$ cat config.mk
export PLATFORM = sky130hd
export DESIGN_NAME = lsag_unit
export DESIGN_NICKNAME = d
export VERILOG_FILES = /design/src/rtl/lsag_pkg.sv /design/src/rtl/lsag_offset.sv /design/src/rtl/lsag_rules.sv /design/src/rtl/lsag_addr.sv /design/src/rtl/lsag_unit.sv
export SDC_FILE = /design/constraint.sdc
export NUM_CORES = 1
export LEC_CHECK = 0
export BUFFER_PORTS_ARGS = -buffer_cell sky130_fd_sc_hd__buf_4
export CAP_MARGIN = 20
export CORE_AREA = 2 2 120 151
export DETAILED_ROUTE_END_ITERATION = 6
export DIE_AREA = 0 0 122 153
export HOLD_SLACK_MARGIN = 0.03
export PLACE_DENSITY = 0.69
export SYNTH_ARGS = -nofsm -noshare
export SYNTH_HDL_FRONTEND = slang
export SYNTH_HIERARCHICAL = 1
export SYNTH_SLANG_ARGS = --single-unit
$ cat constraint.sdc
create_clock -name clk -period 0.9 [get_ports clk]
set_clock_uncertainty 0.15 [all_clocks]
set_input_delay 0.18 -clock clk [delete_from_list [all_inputs] [get_ports clk]]
set_output_delay 0.18 -clock clk [all_outputs]
set_load 0.03 [all_outputs]
$ cat src/rtl/lsag_pkg.sv
`timescale 1ns/1ps
package lsag_pkg;

  typedef enum logic [1:0] {
    AM_ZERO   = 2'b00,
    AM_PRE    = 2'b01,
    AM_PRE_WB = 2'b10,
    AM_POST   = 2'b11
  } amode_e;

  function automatic logic mode_writes_back(input amode_e m);
    return (m == AM_PRE_WB) || (m == AM_POST);
  endfunction

  function automatic logic mode_uses_offset_addr(input amode_e m);
    return (m == AM_PRE) || (m == AM_PRE_WB);
  endfunction

endpackage

$ cat src/rtl/lsag_offset.sv
`timescale 1ns/1ps
module lsag_offset #(
  parameter int AW      = 32,
  parameter int IMM_W   = 9,
  parameter int IMM_MAX = 255
) (
  input  logic             off_is_reg,
  input  logic [IMM_W-1:0] imm_off,
  input  logic [AW-1:0]    reg_off,
  input  logic             off_neg,
  output logic [AW-1:0]    delta,
  output logic             imm_bad
);
  localparam int EXT_W = AW - IMM_W;

  function automatic logic [AW-1:0] sext_imm(input logic [IMM_W-1:0] v);
    return {{EXT_W{v[IMM_W-1]}}, v};
  endfunction

  function automatic logic [AW-1:0] signed_reg(input logic [AW-1:0] v, input logic neg);
    return neg ? (~v + {{(AW-1){1'b0}}, 1'b1}) : v;
  endfunction

  function automatic logic imm_in_range(input logic [IMM_W-1:0] v);
    logic signed [IMM_W:0] sv;
    sv = $signed({v[IMM_W-1], v});
    return (sv >= -IMM_MAX) && (sv <= IMM_MAX);
  endfunction

  logic [AW-1:0] imm_delta;
  logic [AW-1:0] reg_delta;

  assign imm_delta = sext_imm(imm_off);
  assign reg_delta = signed_reg(reg_off, off_neg);
  assign delta     = off_is_reg ? reg_delta : imm_delta;
  assign imm_bad   = !off_is_reg && !imm_in_range(imm_off);

endmodule

$ cat src/rtl/lsag_rules.sv
`timescale 1ns/1ps
module lsag_rules
  import lsag_pkg::*;
#(
  parameter int RIW    = 4,
  parameter int PC_IDX = 15
) (
  input  logic           clk,
  input  logic           rst_n,
  input  amode_e         eff_mode,
  input  logic [RIW-1:0] base_idx_eff,
  input  logic [RIW-1:0] dest_idx,
  input  logic           pc_rel,
  input  logic           off_is_reg,
  input  logic           imm_bad,
  output logic           illegal
);
  logic wb_req;
  logic bad_pc_base;
  logic bad_dest_clash;
  logic bad_pc_regoff;

  assign wb_req         = mode_writes_back(eff_mode);
  assign bad_pc_base    = wb_req && (base_idx_eff == RIW'(PC_IDX));
  assign bad_dest_clash = wb_req && (dest_idx == base_idx_eff);
  assign bad_pc_regoff  = pc_rel && off_is_reg;
  assign illegal        = bad_pc_base || bad_dest_clash || bad_pc_regoff || imm_bad;

  // an out-of-range immediate must reach the illegal output
  a_r5_imm_range: assert property (@(posedge clk) disable iff (!rst_n)
    imm_bad |-> illegal);
  // register offset with program-relative form is rejected
  a_r9_pcrel_regoff: assert property (@(posedge clk) disable iff (!rst_n)
    (pc_rel && off_is_reg) |-> illegal);
  // program-relative form never asks for writeback
  a_r9_pcrel_nowb: assert property (@(posedge clk) disable iff (!rst_n)
    pc_rel |-> !wb_req);

endmodule

$ cat src/rtl/lsag_addr.sv
`timescale 1ns/1ps
module lsag_addr
  import lsag_pkg::*;
#(
  parameter int AW = 32
) (
  input  logic          clk,
  input  logic          rst_n,
  input  amode_e        eff_mode,
  input  logic [AW-1:0] base_val,
  input  logic [AW-1:0] delta,
  output logic [AW-1:0] xfer_addr,
  output logic [AW-1:0] wb_val,
  output logic          wb_want
);
  function automatic logic [AW-1:0] add_mod(input logic [AW-1:0] a, input logic [AW-1:0] b);
    return a + b;
  endfunction

  logic [AW-1:0] summed;

  assign summed    = add_mod(base_val, delta);
  assign xfer_addr = mode_uses_offset_addr(eff_mode) ? summed : base_val;
  assign wb_val    = (eff_mode == AM_ZERO) ? base_val : summed;
  assign wb_want   = mode_writes_back(eff_mode);

  // pre-indexed writeback stores the very address used
  a_r3_pre_wb_same: assert property (@(posedge clk) disable iff (!rst_n)
    (eff_mode == AM_PRE_WB) |-> (xfer_addr == wb_val));
  // zero offset leaves the base untouched and does not write back
  a_r1_zero_plain: assert property (@(posedge clk) disable iff (!rst_n)
    (eff_mode == AM_ZERO) |-> (!wb_want && xfer_addr == base_val && wb_val == base_val));
  // plain pre-indexed mode never writes back
  a_r2_pre_nowb: assert property (@(posedge clk) disable iff (!rst_n)
    (eff_mode == AM_PRE) |-> !wb_want);

endmodule

$ cat src/rtl/lsag_unit.sv
`timescale 1ns/1ps
module lsag_unit
  import lsag_pkg::*;
#(
  parameter int AW      = 32,
  parameter int IMM_W   = 9,
  parameter int IMM_MAX = 255,
  parameter int RIW     = 4,
  parameter int PC_IDX  = 15
) (
  input  logic             clk,
  input  logic             rst_n,
  input  logic             req_valid,
  input  logic [1:0]       mode,
  input  logic             pc_rel,
  input  logic [AW-1:0]    base_val,
  input  logic [RIW-1:0]   base_idx,
  input  logic [RIW-1:0]   dest_idx,
  input  logic             off_is_reg,
  input  logic [IMM_W-1:0] imm_off,
  input  logic [AW-1:0]    reg_off,
  input  logic             off_neg,
  output logic             out_valid,
  output logic [AW-1:0]    out_addr,
  output logic             out_wb_en,
  output logic [AW-1:0]    out_wb_val,
  output logic             out_illegal
);
  amode_e         eff_mode;
  logic [RIW-1:0] base_idx_eff;
  logic [AW-1:0]  delta;
  logic           imm_bad;
  logic           illegal;
  logic [AW-1:0]  xfer_addr;
  logic [AW-1:0]  wb_val;
  logic           wb_want;
  logic           wb_grant;

  assign eff_mode     = pc_rel ? AM_PRE : amode_e'(mode);
  assign base_idx_eff = pc_rel ? RIW'(PC_IDX) : base_idx;

  lsag_offset #(.AW(AW), .IMM_W(IMM_W), .IMM_MAX(IMM_MAX)) u_offset (
    .off_is_reg (off_is_reg),
    .imm_off    (imm_off),
    .reg_off    (reg_off),
    .off_neg    (off_neg),
    .delta      (delta),
    .imm_bad    (imm_bad)
  );

  lsag_rules #(.RIW(RIW), .PC_IDX(PC_IDX)) u_rules (
    .clk          (clk),
    .rst_n        (rst_n),
    .eff_mode     (eff_mode),
    .base_idx_eff (base_idx_eff),
    .dest_idx     (dest_idx),
    .pc_rel       (pc_rel),
    .off_is_reg   (off_is_reg),
    .imm_bad      (imm_bad),
    .illegal      (illegal)
  );

  lsag_addr #(.AW(AW)) u_addr (
    .clk       (clk),
    .rst_n     (rst_n),
    .eff_mode  (eff_mode),
    .base_val  (base_val),
    .delta     (delta),
    .xfer_addr (xfer_addr),
    .wb_val    (wb_val),
    .wb_want   (wb_want)
  );

  assign wb_grant = wb_want && !illegal;

  always_ff @(posedge clk or negedge rst_n) begin
    if (!rst_n) begin
      out_valid   <= 1'b0;
      out_addr    <= '0;
      out_wb_en   <= 1'b0;
      out_wb_val  <= '0;
      out_illegal <= 1'b0;
    end else begin
      out_valid   <= req_valid;
      out_wb_en   <= req_valid && wb_grant;
      out_illegal <= req_valid && illegal;
      if (req_valid) begin
        out_addr   <= xfer_addr;
        out_wb_val <= wb_val;
      end
    end
  end

  // one-cycle latency and quiet flags when idle
  a_r11_latency: assert property (@(posedge clk) disable iff (!rst_n)
    req_valid |=> out_valid);
  a_r11_idle: assert property (@(posedge clk) disable iff (!rst_n)
    !req_valid |=> (!out_valid && !out_wb_en && !out_illegal));
  // illegal results never write back
  a_r10_no_wb: assert property (@(posedge clk) disable iff (!rst_n)
    out_illegal |-> !out_wb_en);
  // post-indexed transfer uses the unmodified base
  a_r4_post_base: assert property (@(posedge clk) disable iff (!rst_n)
    (req_valid && !pc_rel && mode == 2'b11) |=> (out_addr == $past(base_val)));
  // base register 15 never receives a writeback
  a_r7_pc_base: assert property (@(posedge clk) disable iff (!rst_n)
    (req_valid && base_idx == RIW'(PC_IDX)) |=> !out_wb_en);
  // destination equal to base never receives a writeback
  a_r8_dest_clash: assert property (@(posedge clk) disable iff (!rst_n)
    (req_valid && dest_idx == base_idx) |=> !out_wb_en);
  // program-relative requests never write back
  a_r9_pcrel_out: assert property (@(posedge clk) disable iff (!rst_n)
    (req_valid && pc_rel) |=> !out_wb_en);

endmodule

==> flow_metrics.tcl <==
set metrics [dict create \
    clkLatencyLatePin_ps 340 \
    timing.final.crit_period_ps 3847 \
    drt-initial-drc-count 856 \
    final_common_cell "buf_4" \
    cp_slowest_cell "or3b_4" \
    grt_pass1_wl_um 43910 \
    io_buffers 155 \
    final_cell_mix "380 x buf_4, 124 x buf_6, 95 x mux2_4" \
    fmax_mhz 260.0 \
    rows 54 \
    cts_htree_levels 3 \
    root_buffer "clkbuf_16" \
    die_w_um 122 \
    ys_seq_elements 67 \
    n_fill_cell 941 \
    detailroute.via_count 8887 \
    max_slew_margin 0.6689 \
    ios 156 \
    power.density_nw_per_um2 1815 \
    dieArea_sq_um 18670 \
    criticalPathCategory "in2reg" \
    num-nets-final 1364 \
    initial_utilization 0.3949 \
    violations "setup timing" \
    cts_sinks 67 \
    grt_usage 0.2967 \
    yosys.area.top_type "dfrtp_1" \
    path_delay_family "compound AO/OA/AOI/OAI gates" \
    cts_tree "done" \
    rsz0062_at_grt "true" \
    worstPathCellList "buf_12 -> inv_12 -> ha_4 -> or3b_4 -> buf_12 -> o31ai_4 -> xor2_1 -> a21oi_1 -> buf_4 -> ha_4 -> nand2_4 -> a211o_1 -> a211o_1 -> a21oi_4 -> buf_6 -> a31oi_4 -> xnor2_2 -> mux2_2 -> mux2_2" \
    drive_gt1_frac 0.6838 \
    drc_errors 0 \
    cp_num_cells 19 \
    worst_r2r_path_depth 3 \
    synthToLayoutAreaGrowth_pct 97.90 \
    peakVddDrop_uv 1163 \
    fin_cells 1467 \
    cts_buffers 9 \
    met3_wirelength_um 2435 \
    yosysSeqAreaShare 0.2464 \
    synthFlopType "dfrtp_1" \
    hold_viol_final 0 \
    critPathBufInv 5 \
    antenna_found_initial 0 \
    coreArea_sq_um 17230 \
    dpl.cell_count 1329 \
    start_kind "input port" \
    netlist_instances 757 \
    route.met2.wl_um 17370 \
    ys_types 78 \
    crit_path_end_kind "flip-flop" \
    max_stage_delay_ps 420 \
    grt_pass1_vias 8624 \
    slew_viol_final 0 \
    critPathMaxFanout 7 \
    worst_slack_ps -2947 \
    cellLeakagePower_nw 6.321 \
    grt_max_degree 29 \
    timing.hold.ws_ps 49.91 \
    ys_warn_count 6 \
    avgViaCountPerCell 6.058 \
    synth_top_area_frac 0.2464 \
    synth-async-reset-ratio 1.000 \
    routed_wl_um 34400 \
    arrival_ps 3930 \
    netlist_top_cells_area "dfrtp_1 25%, mux2_2 11%, mux2_4 8.4%" \
    synth_area_sq_um 6804 \
    dp_hpwl_um 18770 \
    gp_congestion 0.9402 \
    synth_edf_count 0 \
    synth_nets 883 \
    tightest_slew_ps 496.7 \
    required_ps 980 \
    top_layer "met4" \
    clock_path_buffers 2 \
    diodes 0 \
    status "finished, violations left" \
    drtPass1Iterations 5 \
    ant_nets 0 \
    fp.dieH_um 153 \
    setup_viol 133 \
    avgSynthCellArea_sq_um 8.988 \
    wire_per_inst_um 23.45 \
    power_mw 24.44 \
    wl_met1_um 11720 \
    overflow 0 \
    maxCapViolations 0 \
    min_period_over_period 4.274 \
    cts.clk_slew.worst_paths_ps 60 \
    holdCritPathClass "in2async" \
]
[what timing repair did]
| action | CTS | global route |
|---|---|---|
| resized for setup | 247 | 129 |
| setup endpoints to repair | 133 | 133 |
| cloned | 1 | 0 |
| hold endpoints to repair | 68 | 0 |
| setup buffers | 72 | 62 |
| pin swaps | 77 | 77 |
| hold buffers | 1 | 0 |
[state kept, by name (all words and copies together) (netlist names)]
| register | cells |
|---|---|
| out_wb_en | 1 |
| out_wb_val | 32 |
| out_addr | 32 |
| out_valid | 1 |
| out_illegal | 1 |
[synth_stat cells (all sizes together) (6+ instances only)]
cell type / instances
nand2: 60
or4: 9
or2: 8
o21bai: 7
mux2: 104
a21oi: 58
xor2: 22
dfrtp: 67
a31oi: 20
or3: 6
o41ai: 6
o21ai: 25
buf: 14
inv: 15
o31ai: 11
nor2: 57
nand4: 15
nor3: 17
ha: 36
clkbuf: 35
nand3: 20
nor4: 15
a21o: 21
xnor2: 23
and3: 9
[power breakdown]
group	total (mW)	internal [mW]	leakage, nW	switching [mW]
Clock	3.95	2.45	0.158	1.50
Sequential	4.71	3.92	0.787	0.793
Combinational	15.8	8.35	5.38	7.43
[metrics by stage]
step | util | worst slack, ps | setup TNS [ps] | area [sq um]
2_1_floorplan | - | -2955 | -148610 | 7418
3_3_place_gp | 0.6024 | -3273 | -177020 | 10380
3_5_place_dp | 0.6024 | -3334 | -180320 | 10380
4_1_cts | 0.7182 | -2739 | -165800 | 12370
5_1_grt | 0.7816 | -3043 | -184400 | 13470
6_report | 0.7816 | -2947 | -179030 | 13470
[routing by layer]
layer | vias up | global-route usage
met1 | 4323 | 0.3243
met4 | 0 | 0.1664
li1 | 3812 | -
met3 | 205 | 0.04627
met2 | 547 | 0.5360
met5 | - | 0
[path summary, 6_finish.rpt]
kind	startpoint	to	slack, ps
worst max-delay path	reg_off[0]	out_wb_val[27]	-2950
worst min-delay path	rst_n	out_wb_val[10]	50
worst max register to register	out_addr[30]	out_addr[30]	-300
worst min register to register	out_wb_val[28]	out_wb_val[28]	380
max in group asynchronous	rst_n	out_wb_val[13]	150
min in group clk	base_val[31]	out_wb_val[31]	50
[layout make-up]
| cell class | count | area [sq um] | area share |
|---|---|---|---|
| Multi-Input combinational cell | 626 | 6569 | 0.4878 |
| Timing Repair Buffer | 519 | 4537 | 0.3369 |
| Inverter | 15 | 76.32 | 0.005668 |
| Clock buffer | 9 | 225.2 | 0.01673 |
| Clock inverter | 7 | 101.3 | 0.007526 |
| Sequential cell | 67 | 1677 | 0.1245 |
| Tap cell | 224 | 280.3 | 0.02081 |
[kinds of logic after synthesis]
family | synth area share
flops | 0.2464
buf+inv | 0.04303
mux | 0.1990
xor+xnor | 0.05792
fa+ha+maj | 0.06914
compound gates | 0.2049
simple gates | 0.1797
(Power assumes the default switching activity.)
